**config.mk**
```make
export PLATFORM = sky130hd
export DESIGN_NAME = qtd_token_engine
export DESIGN_NICKNAME = d
export VERILOG_FILES = /design/src/rtl/qtd_pkg.sv /design/src/rtl/qtd_datapath.sv /design/src/rtl/qtd_control.sv /design/src/rtl/qtd_token_engine.sv
export SDC_FILE = /design/constraint.sdc
export NUM_CORES = 1
export LEC_CHECK = 0
export ABC_AREA = 0
export BUFFER_PORTS_ARGS = -buffer_cell sky130_fd_sc_hd__buf_2
export CAP_MARGIN = 30
export CORE_UTILIZATION = 53
export CTS_CLUSTER_DIAMETER = 100
export DETAILED_ROUTE_END_ITERATION = 6
export PLACE_DENSITY = 0.79
export REMOVE_ABC_BUFFERS = 1
export SYNTH_ARGS = -nofsm -noshare
export SYNTH_HDL_FRONTEND = slang
export SYNTH_SLANG_ARGS = --single-unit
```
**constraint.sdc**
```tcl
create_clock -name clk -period 30.6 [get_ports clk]
set_clock_uncertainty 0.2 [all_clocks]
set_input_delay 6.12 -clock clk [delete_from_list [all_inputs] [get_ports clk]]
set_output_delay 6.12 -clock clk [all_outputs]
set_load 0.005 [all_outputs]
```
**src/rtl/qtd_pkg.sv**
```systemverilog
package qtd_pkg;
  typedef struct packed {
    logic load;
    logic commit;
  } dpCtl_t;
endpackage

```
**src/rtl/qtd_datapath.sv**
```systemverilog
module qtd_datapath
  import qtd_pkg::*;
#(
  parameter int CountW   = 15,
  parameter int OffW     = 12,
  parameter int PageW    = 3,
  parameter int NumPages = 5,
  parameter int MaxPktW  = 11
) (
  input  logic              clk,
  input  logic              rst,
  input  dpCtl_t            ctl,
  input  logic [31:0]       loadToken,
  input  logic [OffW-1:0]   loadOffset,
  input  logic [MaxPktW-1:0] maxPacket,
  input  logic [CountW-1:0] doneBytes,
  input  logic              isIn,
  input  logic              toggleCtl,
  output logic [CountW-1:0] reqLen,
  output logic              loadBad,
  output logic              finishOk,
  output logic              pageOver,
  output logic              iocBit,
  output logic [31:0]       tokenWord
);
  localparam int PageBytes = 1 << OffW;
  localparam int MaxCount  = NumPages * PageBytes;
  localparam logic [CountW-1:0] PageBytesV = CountW'(PageBytes);
  localparam logic [CountW-1:0] MaxCountV  = CountW'(MaxCount);
  localparam logic [PageW-1:0]  LastPageV  = PageW'(NumPages - 1);
  localparam int LowW = 32 - 2 - CountW - PageW;

  logic [CountW-1:0] remaining;
  logic [OffW-1:0]   offset;
  logic [PageW-1:0]  page;
  logic              toggle;
  logic              ioc;
  logic [LowW-1:0]   lowBits;

  logic [CountW-1:0] room, moved, remAfter;
  logic [CountW:0]   sumOff;
  logic              carry;

  always_comb begin
    room   = PageBytesV - CountW'(offset);
    reqLen = remaining;
    if (CountW'(maxPacket) < reqLen) reqLen = CountW'(maxPacket);
    if (room < reqLen) reqLen = room;
    moved    = (doneBytes < reqLen) ? doneBytes : reqLen;
    sumOff   = (CountW+1)'(offset) + (CountW+1)'(moved);
    carry    = sumOff >= (CountW+1)'(PageBytes);
    remAfter = remaining - moved;
    finishOk = (remAfter == '0) || (isIn && (moved < reqLen));
    pageOver = carry && (page == LastPageV) && !finishOk;
    loadBad  = (loadToken[30:16] > MaxCountV) || (loadToken[14:12] > LastPageV);
  end

  always_ff @(posedge clk) begin
    if (rst) begin
      remaining <= '0;
      offset    <= '0;
      page      <= '0;
      toggle    <= 1'b0;
      ioc       <= 1'b0;
      lowBits   <= '0;
    end else if (ctl.load) begin
      toggle    <= loadToken[31];
      remaining <= loadToken[30:16];
      ioc       <= loadToken[15];
      page      <= loadToken[14:12];
      lowBits   <= loadToken[LowW-1:0];
      offset    <= loadOffset;
    end else if (ctl.commit) begin
      remaining <= remAfter;
      offset    <= sumOff[OffW-1:0];
      toggle    <= toggle ^ toggleCtl;
      if (carry && page != LastPageV) page <= page + 1'b1;
    end
  end

  assign iocBit    = ioc;
  assign tokenWord = {toggle, remaining, ioc, page, lowBits};
endmodule

```
**src/rtl/qtd_control.sv**
```systemverilog
module qtd_control
  import qtd_pkg::*;
(
  input  logic   clk,
  input  logic   rst,
  input  logic   loadValid,
  input  logic   doneValid,
  input  logic   doneOk,
  input  logic   thresholdTick,
  input  logic   irqAck,
  input  logic   loadBad,
  input  logic   finishOk,
  input  logic   pageOver,
  input  logic   iocBit,
  output dpCtl_t ctl,
  output logic   busy,
  output logic   retireStrobe,
  output logic   descError,
  output logic   irq
);
  typedef enum logic {S_IDLE, S_ACTIVE} state_t;
  state_t state;
  logic   irqPending;
  logic   goodReport;

  assign goodReport = (state == S_ACTIVE) && doneValid && doneOk;
  assign busy       = (state == S_ACTIVE);

  always_comb begin
    ctl.load   = (state == S_IDLE) && loadValid && !loadBad;
    ctl.commit = goodReport && !pageOver;
  end

  always_ff @(posedge clk) begin
    if (rst) begin
      state        <= S_IDLE;
      retireStrobe <= 1'b0;
      descError    <= 1'b0;
      irqPending   <= 1'b0;
      irq          <= 1'b0;
    end else begin
      retireStrobe <= 1'b0;
      descError    <= 1'b0;
      if (irqAck) irq <= 1'b0;
      if (thresholdTick && irqPending) begin
        irq        <= 1'b1;
        irqPending <= 1'b0;
      end
      case (state)
        S_IDLE: if (loadValid) begin
          if (loadBad) descError <= 1'b1;
          else         state     <= S_ACTIVE;
        end
        S_ACTIVE: if (goodReport) begin
          if (pageOver) begin
            descError <= 1'b1;
            state     <= S_IDLE;
          end else if (finishOk) begin
            retireStrobe <= 1'b1;
            state        <= S_IDLE;
            if (iocBit) irqPending <= 1'b1;
          end
        end
        default: state <= S_IDLE;
      endcase
    end
  end
endmodule

```
**src/rtl/qtd_token_engine.sv**
```systemverilog
module qtd_token_engine
  import qtd_pkg::*;
#(
  parameter int CountW   = 15,
  parameter int OffW     = 12,
  parameter int PageW    = 3,
  parameter int NumPages = 5,
  parameter int MaxPktW  = 11
) (
  input  logic               clk,
  input  logic               rst,
  input  logic               loadValid,
  input  logic [31:0]        loadToken,
  input  logic [OffW-1:0]    loadOffset,
  input  logic [MaxPktW-1:0] maxPacket,
  input  logic               isIn,
  input  logic               toggleCtl,
  output logic               xferReq,
  output logic [CountW-1:0]  xferLen,
  input  logic               doneValid,
  input  logic               doneOk,
  input  logic [CountW-1:0]  doneBytes,
  input  logic               thresholdTick,
  input  logic               irqAck,
  output logic               busy,
  output logic [31:0]        tokenOut,
  output logic               retireStrobe,
  output logic               descError,
  output logic               irq
);
  dpCtl_t ctl;
  logic   loadBad, finishOk, pageOver, iocBit;

  qtd_datapath #(
    .CountW(CountW), .OffW(OffW), .PageW(PageW),
    .NumPages(NumPages), .MaxPktW(MaxPktW)
  ) u_dp (
    .clk(clk), .rst(rst), .ctl(ctl),
    .loadToken(loadToken), .loadOffset(loadOffset), .maxPacket(maxPacket),
    .doneBytes(doneBytes), .isIn(isIn), .toggleCtl(toggleCtl),
    .reqLen(xferLen), .loadBad(loadBad), .finishOk(finishOk),
    .pageOver(pageOver), .iocBit(iocBit), .tokenWord(tokenOut)
  );

  qtd_control u_ctl (
    .clk(clk), .rst(rst), .loadValid(loadValid), .doneValid(doneValid),
    .doneOk(doneOk), .thresholdTick(thresholdTick), .irqAck(irqAck),
    .loadBad(loadBad), .finishOk(finishOk), .pageOver(pageOver),
    .iocBit(iocBit), .ctl(ctl), .busy(busy), .retireStrobe(retireStrobe),
    .descError(descError), .irq(irq)
  );

  assign xferReq = busy;
endmodule

```
; ---- Yosys cells after proc, flatten, opt, wreduce, memory -nomap -nowiden
; Index checks and enable logic that the tools add are counted.
[op_classes]
order_cmp = 7
n_mul = 0
bitwise_logic = 3
n_shift = 0
add_sub_neg = 4
n_div = 0
muxes = 32
eq_ne = 2
reduce_logical = 21
[op_table]
columns = operator, n
row1 = 15-bit 2-to-1 mux, 5
row2 = 15-bit less-than comparator, 3
row3 = 12-bit 2-to-1 mux, 2
row4 = 1-bit 2-to-1 mux, 20
row5 = 12-bit by 15-bit adder with 16-bit output, 1
row6 = 16-bit by 13-bit >= comparator with 1-bit output (second input constant), 1
row7 = 15-bit > comparator (second input constant), 1
row8 = 15-bit logical NOT, 1
row9 = 11-bit by 15-bit less-than comparator with 1-bit output, 1
row10 = 15-bit subtractor, 1
row11 = 13-bit by 12-bit subtractor with 14-bit output (first input constant), 1
row12 = 1-bit logical AND, 10
row13 = 3-bit 2-to-1 mux, 3
row14 = 2-bit nonzero test, 3
row15 = 1-bit case mux with 2 select lines, 2
row16 = 4-bit OR reduction, 1
row17 = 3-bit by 1-bit adder with 3-bit output (second input constant), 1
row18 = 3-bit equality test (second input constant), 1
row19 = 3-bit > comparator (second input constant), 1
row20 = 1-bit logical NOT, 3
row21 = 3-bit != test (second input constant), 1
row22 = 1-bit logical OR, 2
row23 = 1-bit inverter, 2
row24 = 2-bit AND reduction, 1
row25 = 1-bit XOR, 1
[totals]
word_cells = 80
ram_bits = 0
n_memories = 0
romBits = 0
latchBits = 0
regBits = 49
inputBits = 79

; ---- Depth between registers and ports, before layout
; Gate-level depths: netlist of the first run.
[depth]
depth_word = 15
mapped_depth = 51

; ---- Cells and area by module
; A second synthesis of the first run with hierarchy kept.
[hier_totals]
hier_cells = 733
hier_area_um2 = 5566.6
[modules_own_cells]
columns = mod, area_each_um2, instances, cells_per_inst
row1 = qtd_datapath, 5335.1, 1, 710
row2 = qtd_control, 224.0, 1, 22
row3 = qtd_token_engine, 7.5, 1, 1

; ---- Worst setup path before layout of the first run
; OpenSTA, ideal clock, no wires.
[synth_timing]
kind = input-to-output
startpoint = in maxPacket[2]
endpoint = out xferLen[10]
stages = 15
path_buffers = 2
t_arrival_ps = 9487
t_required_ps = 24280
path_slack_ps = 14793
path_cell_list = ha_1 -> a21o_1 -> a31oi_1 -> o221ai_1 -> o2bb2ai_2 -> buf_6 -> mux2i_1 -> ha_1 -> or4b_4 -> and2_4 -> a2111o_1 -> nand2_4 -> clkbuf_1 -> nor2_1 -> a21oi_1
[synth_between]
elab_chain_cells = 4
[synth_rtl]
columns = item, line_no
row1 = start: declaration, qtd_token_engine.sv:15  ; input logic [MaxPktW-1:0] maxPacket,
row2 = 11-bit by 15-bit less-than comparator with 1-bit output, qtd_datapath.sv:47  ; if (CountW'(maxPacket) < reqLen) reqLen = CountW'(maxPacket);
row3 = 15-bit 2-to-1 mux *, qtd_datapath.sv:47
row4 = 15-bit less-than comparator, qtd_datapath.sv:48  ; if (room < reqLen) reqLen = room;
row5 = 15-bit 2-to-1 mux *, qtd_datapath.sv:48
row6 = end: declaration, qtd_token_engine.sv:19  ; output logic [CountW-1:0] xferLen,
; Mark *: on every way between the ends. The rest lies on a longest branch, timed or not.

; ---- Worst setup path after layout of the first run
[layout_timing]
startpoint = in maxPacket[10]
endpoint = reg u_dp.remaining[10]
[layout_between]
elab_chain_cells = 14
elab_cells_between_ends = 21
classes_between = add/sub: 2 / order compare: 5 / mux: 5 / reduce/logical: 9
[layout_rtl]
columns = item, line_no
row1 = 11-bit by 15-bit less-than comparator with 1-bit output, qtd_datapath.sv:47
row2 = 15-bit 2-to-1 mux *, qtd_datapath.sv:47
row3 = 15-bit less-than comparator, qtd_datapath.sv:48
row4 = 15-bit 2-to-1 mux *, qtd_datapath.sv:48
row5 = branches (longest 10 deep; another with 12-bit by 15-bit adder with 16-bit output), -
row6 = end signal: assignment, qtd_datapath.sv:68  ; remaining <= loadToken[30:16];
row7 = end signal: assignment, qtd_datapath.sv:74  ; remaining <= remAfter;
row8 = end: declaration, qtd_datapath.sv:33  ; logic [CountW-1:0] remaining;
; Mark *: on every way between the ends. The select of a mux whose other input is x is not followed.
; A chain may end at the register's enable or synchronous reset.

==> results of run 1 <==
-- tightest hold or removal path, stage by stage (launching register included) --
cell and delay [ns]:
dfxtp_1 0.31, nand2_1 0.05, a21oi_1 0.05
-- layout make-up --
cell class                 instances  area share [%]
sequential                        49           15.18
clock buffer                       5           1.065
multi-input combinational        604           66.32
tap                              136           2.633
clock inverter                     3           1.007
inverter                          61           3.542
timing repair buffer             131           10.26
-- per-layer routing --
metal,wire length (um),global-route usage (%),vias to the layer above
li1,-,-,2895
met1,6979,36.04,2752
met2,7897,52.27,188
met3,776,3.431,35
met4,497,12.58,0
met5,0,0,-
-- kinds of logic after synthesis --
family,count (synthesis),share of synthesized area (%)
simple gates,254,22.04
compound gates,197,24.76
buf+inv,92,7.079
fa+ha+maj,75,16.52
flops,49,17.45
mux,36,6.723
xor+xnor,34,5.298
other cells,2,0.1336
-- flip-flops by register name, summed over array words and instances, names as in the netlist, 3 cells and up --
register	cells
u_dp.offset	12
u_dp.page	3
u_dp.lowBits	12
u_dp.remaining	15
-- placed cells by master (no fill, tap or decap), types with 6 or more instances in the layout --
cell type    n
a211oi_1    19
a21o_1      14
a21oi_1     61
a311oi_1     6
a31oi_1     10
a41oi_1      7
and3_1       8
buf_2      128
conb_1       8
dfxtp_1     49
ha_1        63
inv_1       61
maj3_1      10
mux2_2      11
mux2i_1     24
nand2_1     78
nand2b_1     7
nand3_1     30
nand4_1      6
nor2_1      63
nor2b_1     10
nor3_1      11
nor4_1       9
o21ai_0     23
or3_1        9
xnor2_1     16
xor2_1      18
-- power breakdown --
part           switching (W)  leakage [nW]  total (W)  internal [W]
Clock              0.0000221        0.0681  0.0000545     0.0000324
Combinational       0.000176          2.53   0.000295      0.000120
Sequential        0.00000740         0.401  0.0000759     0.0000685
Total               0.000205          3.00   0.000426      0.000221
-- through the flow --
step / cells / power [W] / cell area, um2
global placement: 981 / 0.0003570 / 6330
detailed placement: 981 / 0.0003660 / 6330
finish: 989 / 0.0004259 / 6464
floorplan: 714 / 0.0002849 / 5474
global route: 989 / 0.0004628 / 6464
CTS: 989 / 0.0004223 / 6464
-- worst min path at each step --
stage | from | endpoint | slack [ns] | cells past startpoint
floorplan | u_ctl.irqPending$_SDFF_PP0_ | u_ctl.irq$_SDFFE_PP0P_ | 0.23 | 2
global placement | u_dp.lowBits[11]$_SDFFE_PP0P_ | u_dp.lowBits[11]$_SDFFE_PP0P_ | 0.24 | 2
detailed placement | u_dp.lowBits[7]$_SDFFE_PP0P_ | u_dp.lowBits[7]$_SDFFE_PP0P_ | 0.25 | 2
CTS | u_dp.lowBits[7]$_SDFFE_PP0P_ | u_dp.lowBits[7]$_SDFFE_PP0P_ | 0.26 | 2
global route | u_dp.lowBits[7]$_SDFFE_PP0P_ | u_dp.lowBits[7]$_SDFFE_PP0P_ | 0.28 | 2
finish | u_dp.lowBits[11]$_SDFFE_PP0P_ | u_dp.lowBits[11]$_SDFFE_PP0P_ | 0.26 | 2
==> metrics.md, run 1 <==
| Metric | Value |
|---|---|
| R2R Path End | u_dp.remaining[10]$_SDFFE_PP0P_ |
| Sequential cell area | 980.9 um2 |
| Tot GR Track Use | 29.56% |
| Reg2Reg Setup Slack | 19.17 ns |
| Syn Area/Cell | 7.605 um2 |
| Worst EP required | 30.63 ns |
| CTS Buf Count | 5 |
| Nets | 996 |
| Crit path time final | 16.78 ns |
| GPL Wtd Cong | 0.9416 |
| Asr flop ratio synth | 0% |
| Filler cells | 971 |
| Grt total ovfl | 0 |
| Setup TNS | 0 ns |
| Crit path DAT | 16.80 ns |
| Share of layout cells above drive strength 1 | 20.05% |
| Multi-input gate area | 0.004287 mm2 |
| Vias in the first global route | 5695 |
| Crit path largest cell delay | 0.73 ns |
| Clock Pin Slew Worst Setup and Hold Paths | 0.09 ns |
| DR pass1 iterations | 7 |
| Diode count | 0 |
| Crit end category | flop |
| Top delay family on crit path | compound AO/OA/AOI/OAI gates |
| Post-synth EDFFs | 0 |
| Rows | 37 |
| Setup violators final | 0 |
| Seq/Total Area, Yosys | 17.45% |
| Max-slew violation count | 0 |
| Drt via density | 5.935 |
| Post-DRT Antenna Nets | 0 |
| Maximum vdd drop | 0.00003765 V |
| Cell variety after synth | 78 |
| Post-synth top area share | 17.45% |
| Final setup margin | 13.82 ns |
| Pin count of the biggest net entering global routing | 69 |
| Area Growth Syn to Fin | 15.00% |
| Leak Pwr | 2.998 nW |
| Status | complete, no violations |
| Total stage count of the critical path | 40 |
| Clock root buffer | clkbuf_8 |
| Most common cell in the netlist | nand2_1 |
| Starting Density | 54.44% |
| Final cycle utilization of the critical path | 54.82% |
| Critical Path End | u_dp.remaining[10]$_SDFFE_PP0P_ |
| Cts-stage hold buffer count | 0 |
| Post-synth top flop | dfxtp_1 |
| Clock buffer depth | 2 |
| Synth top cells by count | 78 x nand2_1, 63 x ha_1, 63 x nor2_1 |
| Worst-Margin Slew | 0.9223 ns |
| Die area | 0.01102 mm2 |
| Crit-path slowest cell | a21oi_4 |
| DRC viols | 0 |
| DR WL/cell | 16.33 um |
| Fin util | 62.61% |
| Flops & latches, synth | 49 |
| R2R cell count | 41 |
| Pre-CTS setup slack | 13.70 ns |
| Worst hold path type | reg -> reg |
| Number of port buffers | 128 |
| Final wirelength | 16.15 mm |
| CP startpoint | maxPacket[10] |
| Ports | 131 |
| Worst-skew pair later-pin latency | 0.31 ns |
| CP most frequent cell | ha_1 |
| PostCTS Resize Cnt | 0 |
| Dpl hpwl | 13.05 mm |
| Core box area | 0.01032 mm2 |
| Maxcap violations | 0 |
| Yosys Warn Count | 0 |
| Number of post-CTS setup repair buffers | 0 |
| Synth area leader | dfxtp_1 |
| Top cells by area, synth | dfxtp_1 17%, ha_1 14%, a21oi_1 5.4%, nand2_1 5.2%, mux2i_1 4.3% |
| Mapped Area | 0.005620 mm2 |
| RSZ-0062 raised after global routing | no |
| CTS H-tree depth | 2 |
| Syn Inst Count | 739 |
| Die height | 105.0 um |
| Horiz. Die Dim | 105.0 um |
| WP buf/inv | 3 |
| Initial DRC Count | 414 |
| Final hold violation count | 0 |
| CTS tree | done |
| Final hold slack | 0.2607 ns |
| Initial antenna violation count | 0 |
| FMAX | 0.05961 GHz |
| Crit path kind | in -> reg |
| P per Cell Area | 65.89 mW/mm2 |
| Clk sinks | 49 |
| RR Startpoint | u_dp.remaining[2]$_SDFFE_PP0P_ |
| Startpoint Class | primary input |
| Crit path max fanout | 25 |
| Relative slew slack | 38.52% |
| Global-route wire length before repair | 26.52 mm |
| Vias | 5870 |
Note: power is estimated with default switching activity, not from simulation.
==> run 2, diff against run 1 <==
Clock period 30.6 ns to 17.1 ns, I/O delays scaled along.
==> metrics.md, run 2 (synthesis results as in run 1) <==
| Metric | Value |
|---|---|
| DR pass1 iterations | 5 |
| Vias | 5859 |
| Crit path time final | 14.17 ns |
| CTS tree | done |
| Final cycle utilization of the critical path | 82.85% |
| Reg2Reg Setup Slack | 5.59 ns |
| Pre-CTS setup slack | 2.721 ns |
| Hold Path End | u_dp.lowBits[7]$_SDFFE_PP0P_ |
| Final hold violation count | 0 |
| WL met2 | 8.114 mm |
| Commonest non-fill, non-tap cell in the layout | buf_2 |
| Post-DRT Antenna Nets | 0 |
| Maximum vdd drop | 0.00008414 V |
| Clock root buffer | clkbuf_8 |
| Pwr Total | 0.0007609 W |
| Clk sinks | 49 |
| Starting Density | 54.44% |
| Clock buffer depth | 2 |
| Crit end category | flop |
| Ports | 131 |
| Relative slew slack | 37.25% |
| Horiz. Die Dim | 105.0 um |
| HP Start | u_dp.lowBits[7]$_SDFFE_PP0P_ |
| GPL Wtd Cong | 0.9610 |
| Setup violators final | 0 |
| Maxcap violations | 0 |
| DRC viols | 0 |
| Worst-skew pair later-pin latency | 0.31 ns |
| Pin count of the biggest net entering global routing | 69 |
| Met3 WL | 751 um |
| Worst hold path type | reg -> reg |
| Die area | 0.01102 mm2 |
| Max reg flops | 15 |
| Setup TNS | 0 ns |
| Worst EP required | 17.12 ns |
| RSZ-0062 raised after global routing | no |
| R2R cell count | 41 |
| Number of port buffers | 128 |
| P per Cell Area | 117.7 mW/mm2 |
| Status | complete, no violations |
| Final setup margin | 2.932 ns |
| R2R Path End | u_dp.remaining[4]$_SDFFE_PP0P_ |
| CTS Buf Count | 5 |
| Drt via density | 5.924 |
| DP Cell Count | 981 |
| Biggest register | u_dp.remaining |
| Initial antenna violation count | 0 |
| Top sig layer | met4 |
| Fin util | 62.61% |
| Number of post-CTS setup repair buffers | 0 |
| Rows | 37 |
| Initial DRC Count | 393 |
| Clock Pin Slew Worst Setup and Hold Paths | 0.09 ns |
| CP most frequent cell | ha_1 |
| FMAX | 0.07058 GHz |
| DR WL/cell | 16.56 um |
| Final wirelength | 16.37 mm |
| Worst-Margin Slew | 0.9413 ns |
| Nets | 996 |
| Area Growth Syn to Fin | 15.00% |
| Crit path DAT | 14.19 ns |
| Non-filler instance count after layout | 989 |
| Core box area | 0.01032 mm2 |
| Crit path kind | in -> reg |
| Cts-stage hold buffer count | 0 |
| Grt total ovfl | 0 |
| Startpoint Class | primary input |
| Hold Path Cell Cnt | 2 |
| Crit path largest cell delay | 0.74 ns |
| Crit path max fanout | 25 |
| Max-slew violation count | 0 |
| CTS H-tree depth | 2 |
| Most frequent cells in the layout | 128 x buf_2, 78 x nand2_1, 63 x nor2_1, 63 x ha_1 |
| Largest regs | u_dp.remaining x15, u_dp.lowBits x12, u_dp.offset x12 |
| Vias in the first global route | 5666 |
| Diode count | 0 |
| Crit-path slowest cell | a21oi_4 |
| PostCTS Resize Cnt | 0 |
| RR Startpoint | u_dp.remaining[2]$_SDFFE_PP0P_ |
| Share of layout cells above drive strength 1 | 20.05% |
| Die height | 105.0 um |
| Tot GR Track Use | 29.72% |
| Leak Pwr | 2.998 nW |
| Dpl hpwl | 13.16 mm |
| Met1 Wirelength | 7.234 mm |
| Global-route wire length before repair | 26.66 mm |
run 2: metal layers:
metal,track usage [%],vias to the layer above
li1,-,2897
met1,36.20,2777
met2,54.45,165
met3,3.306,20
met4,8.954,0
met5,0,-
run 2: metrics by stage:
| step | cell area (um2) | hold slack, ns |
|---|---|---|
| 6_report | 6464 | 0.2608 |
| 2_1_floorplan | 5474 | 0.2257 |
| 3_5_place_dp | 6330 | 0.2487 |
| 3_3_place_gp | 6330 | 0.2394 |
| 5_1_grt | 6464 | 0.2817 |
| 4_1_cts | 6464 | 0.2618 |
run 2: power breakdown:
part	switching, W	total (W)	internal, W
registers	0.0000135	0.000136	0.000123
logic	0.000313	0.000527	0.000214
clock network	0.0000395	0.0000976	0.0000581
run 2: worst max path at each step:
stage	startpoint	to	slack [ns]	depth (start not counted)
floorplan	maxPacket[10]	u_dp.remaining[10]$_SDFFE_PP0P_	4.21	41
global placement	maxPacket[2]	u_dp.remaining[10]$_SDFFE_PP0P_	3.15	41
finish	maxPacket[10]	u_dp.remaining[4]$_SDFFE_PP0P_	2.93	40
CTS	maxPacket[10]	u_dp.remaining[10]$_SDFFE_PP0P_	3.04	40
detailed placement	maxPacket[10]	u_dp.remaining[10]$_SDFFE_PP0P_	2.72	40
global route	maxPacket[10]	u_dp.remaining[9]$_SDFFE_PP0P_	2.16	41
run 2: final cells by class:
cell class | instances | area [um2]
multi-input cells | 604 | 4287
fillers | 954 | 3860
flip-flops and latches | 49 | 980.9
repair buffers | 131 | 663.1
inverters | 61 | 229.0
well taps | 136 | 170.2
clock buffers | 5 | 68.82
clock inverters | 3 | 65.06
run 2: critical path: cells and delay by family:
family / cells / cell delay [ns]
buffers and inverters: 3 / 0.31
muxes: 2 / 0.65
and+or+nand+nor: 11 / 2.50
adders and majority gates: 4 / 1.29
xor gates and xnor gates: 1 / 0.10
AOI/OAI and AO/OA: 19 / 5.86
==> run 3, diff against run 2 <==
Clock period 17.1 ns to 13.12 ns, I/O delays scaled along.
==> metrics.md, run 3 (synthesis results as in run 1) <==
| Metric | Value |
|---|---|
| Status | complete, no violations |
| Leak Pwr | 3.014 nW |
| FMAX | 0.08034 GHz |
| Diode count | 0 |
| Final hold violation count | 0 |
| Ports | 131 |
| Area Growth Syn to Fin | 15.38% |
| Starting Density | 54.44% |
| Largest regs | u_dp.remaining x15, u_dp.lowBits x12, u_dp.offset x12 |
| Final setup margin | 0.6727 ns |
| Clock root buffer | clkbuf_8 |
| Relative slew slack | 36.53% |
| DP Area | 0.006367 mm2 |
| Crit end category | flop |
| Share of layout cells above drive strength 1 | 20.51% |
| DRC viols | 0 |
| Crit path max fanout | 19 |
| Commonest non-fill, non-tap cell in the layout | buf_2 |
| Pre-CTS setup slack | 0.3581 ns |
| Final cycle utilization of the critical path | 94.87% |
| Clock Pin Slew Worst Setup and Hold Paths | 0.09 ns |
| Most frequent cells in the layout | 128 x buf_2, 78 x nand2_1, 63 x nor2_1, 63 x ha_1 |
| Reg2Reg Setup Slack | 2.48 ns |
| Maximum vdd drop | 0.00008971 V |
| Filler cells | 939 |
| Startpoint Class | primary input |
| Drt via density | 5.904 |
| Initial DRC Count | 359 |
| CP most frequent cell | ha_1 |
| Nets | 1001 |
| Worst-Margin Slew | 0.9521 ns |
| DR WL/cell | 16.39 um |
| Pin count of the biggest net entering global routing | 50 |
| Crit path kind | in -> reg |
| Initial antenna violation count | 0 |
| Crit path time final | 12.45 ns |
| Post-DRT Antenna Nets | 0 |
| Dpl hpwl | 13.24 mm |
| Max reg flops | 15 |
| Sw Pwr | 0.0004767 W |
| Sw Share | 48.52% |
| Fin area | 0.006485 mm2 |
| Int Power | 0.0005057 W |
| GPL Wtd Cong | 0.9292 |
| Fin util | 62.82% |
| Clk sinks | 49 |
| Number of port buffers | 128 |
| Biggest register | u_dp.remaining |
| Vias | 5869 |
| Setup violators final | 0 |
| Global-route wire length before repair | 26.97 mm |
| CTS tree | done |
| CTS Buf Count | 5 |
| Worst hold path type | reg -> reg |
| Crit path DAT | 12.46 ns |
| Worst-skew pair later-pin latency | 0.31 ns |
| Maxcap violations | 0 |
| RSZ-0062 raised after global routing | no |
| CTS H-tree depth | 2 |
| Grt total ovfl | 0 |
| Number of post-CTS setup repair buffers | 0 |
| Rows | 37 |
| P per Cell Area | 151.5 mW/mm2 |
| Clock buffer depth | 2 |
| Horiz. Die Dim | 105.0 um |
| Combinational power share | 70.6% |
| Setup TNS | 0 ns |
| Reg power frac | 18.1% |
| Vias in the first global route | 5674 |
| Core box area | 0.01032 mm2 |
| Die height | 105.0 um |
| Worst EP required | 13.13 ns |
| Final wirelength | 16.29 mm |
| Die area | 0.01102 mm2 |
| Crit-path slowest cell | a2111o_1 |
| Max-slew violation count | 0 |
| Crit path largest cell delay | 0.51 ns |
| DR pass1 iterations | 7 |
| Tot GR Track Use | 30.14% |
| Clock power frac | 11.3% |
[run 3: path summary, 6_finish.rpt]
kind / start / endpoint / depth (start not counted)
min reg2reg: u_dp.lowBits[11]$_SDFFE_PP0P_ / u_dp.lowBits[11]$_SDFFE_PP0P_ / 2
min: u_dp.lowBits[11]$_SDFFE_PP0P_ / u_dp.lowBits[11]$_SDFFE_PP0P_ / 2
max reg2reg: u_dp.remaining[2]$_SDFFE_PP0P_ / u_dp.offset[8]$_SDFFE_PP0P_ / 43
max: maxPacket[2] / u_dp.offset[8]$_SDFFE_PP0P_ / 43
[run 3: repair_timing]
action,in CTS,in global routing
resized for setup,0,2
hold buffers,0,0
endpoints found under the setup margin,0,12
[run 3: worst max-delay path: cells and delay by family]
| kind | cells | cell delay, ns |
|---|---|---|
| fa+ha+maj | 4 | 1.12 |
| xor+xnor | 1 | 0.10 |
| buf+inv | 4 | 0.64 |
| simple gates | 12 | 2.47 |
| compound gates | 20 | 4.97 |
| mux | 2 | 0.52 |
[run 3: routing by layer]
layer  vias up  track usage, %  routed length [um]
li1       2912               -                   -
met2       203           52.93                7832
met4         0           11.07                 452
met1      2722           37.73                7169
met5         -               0                   0
met3        32           3.431                 839
[run 3: cell type report]
| cell class | instances | area, um2 | area share (%) |
|---|---|---|---|
| well taps | 136 | 170.2 | 2.624 |
| clock buffers | 7 | 86.33 | 1.331 |
| flip-flops and latches | 49 | 980.9 | 15.13 |
| clock inverters | 1 | 30.03 | 0.4631 |
| multi-input cells | 604 | 4288 | 66.12 |
| repair buffers | 136 | 700.7 | 10.80 |
| inverters | 61 | 229.0 | 3.531 |
[run 3: stage by stage]
step | hold WS (ns) | instances | total power, W
after global routing | 0.2763 | 994 | 0.001068
after CTS | 0.2593 | 994 | 0.0009720
after floorplan | 0.2257 | 714 | 0.0006644
final | 0.2557 | 994 | 0.0009824
after global placement | 0.2401 | 986 | 0.0008425
after detailed placement | 0.2469 | 986 | 0.0008579
[run 3: power by group through the flow]
| stage | registers (W) | logic (W) | clock network, W |
|---|---|---|---|
| global route | 0.000179 | 0.000768 | 0.000120 |
| global placement | 0.000180 | 0.000663 | 0 |
| CTS | 0.000177 | 0.000682 | 0.000113 |
| detailed placement | 0.000180 | 0.000678 | 0 |
| finish | 0.000177 | 0.000694 | 0.000111 |
| floorplan | 0.000176 | 0.000488 | 0 |
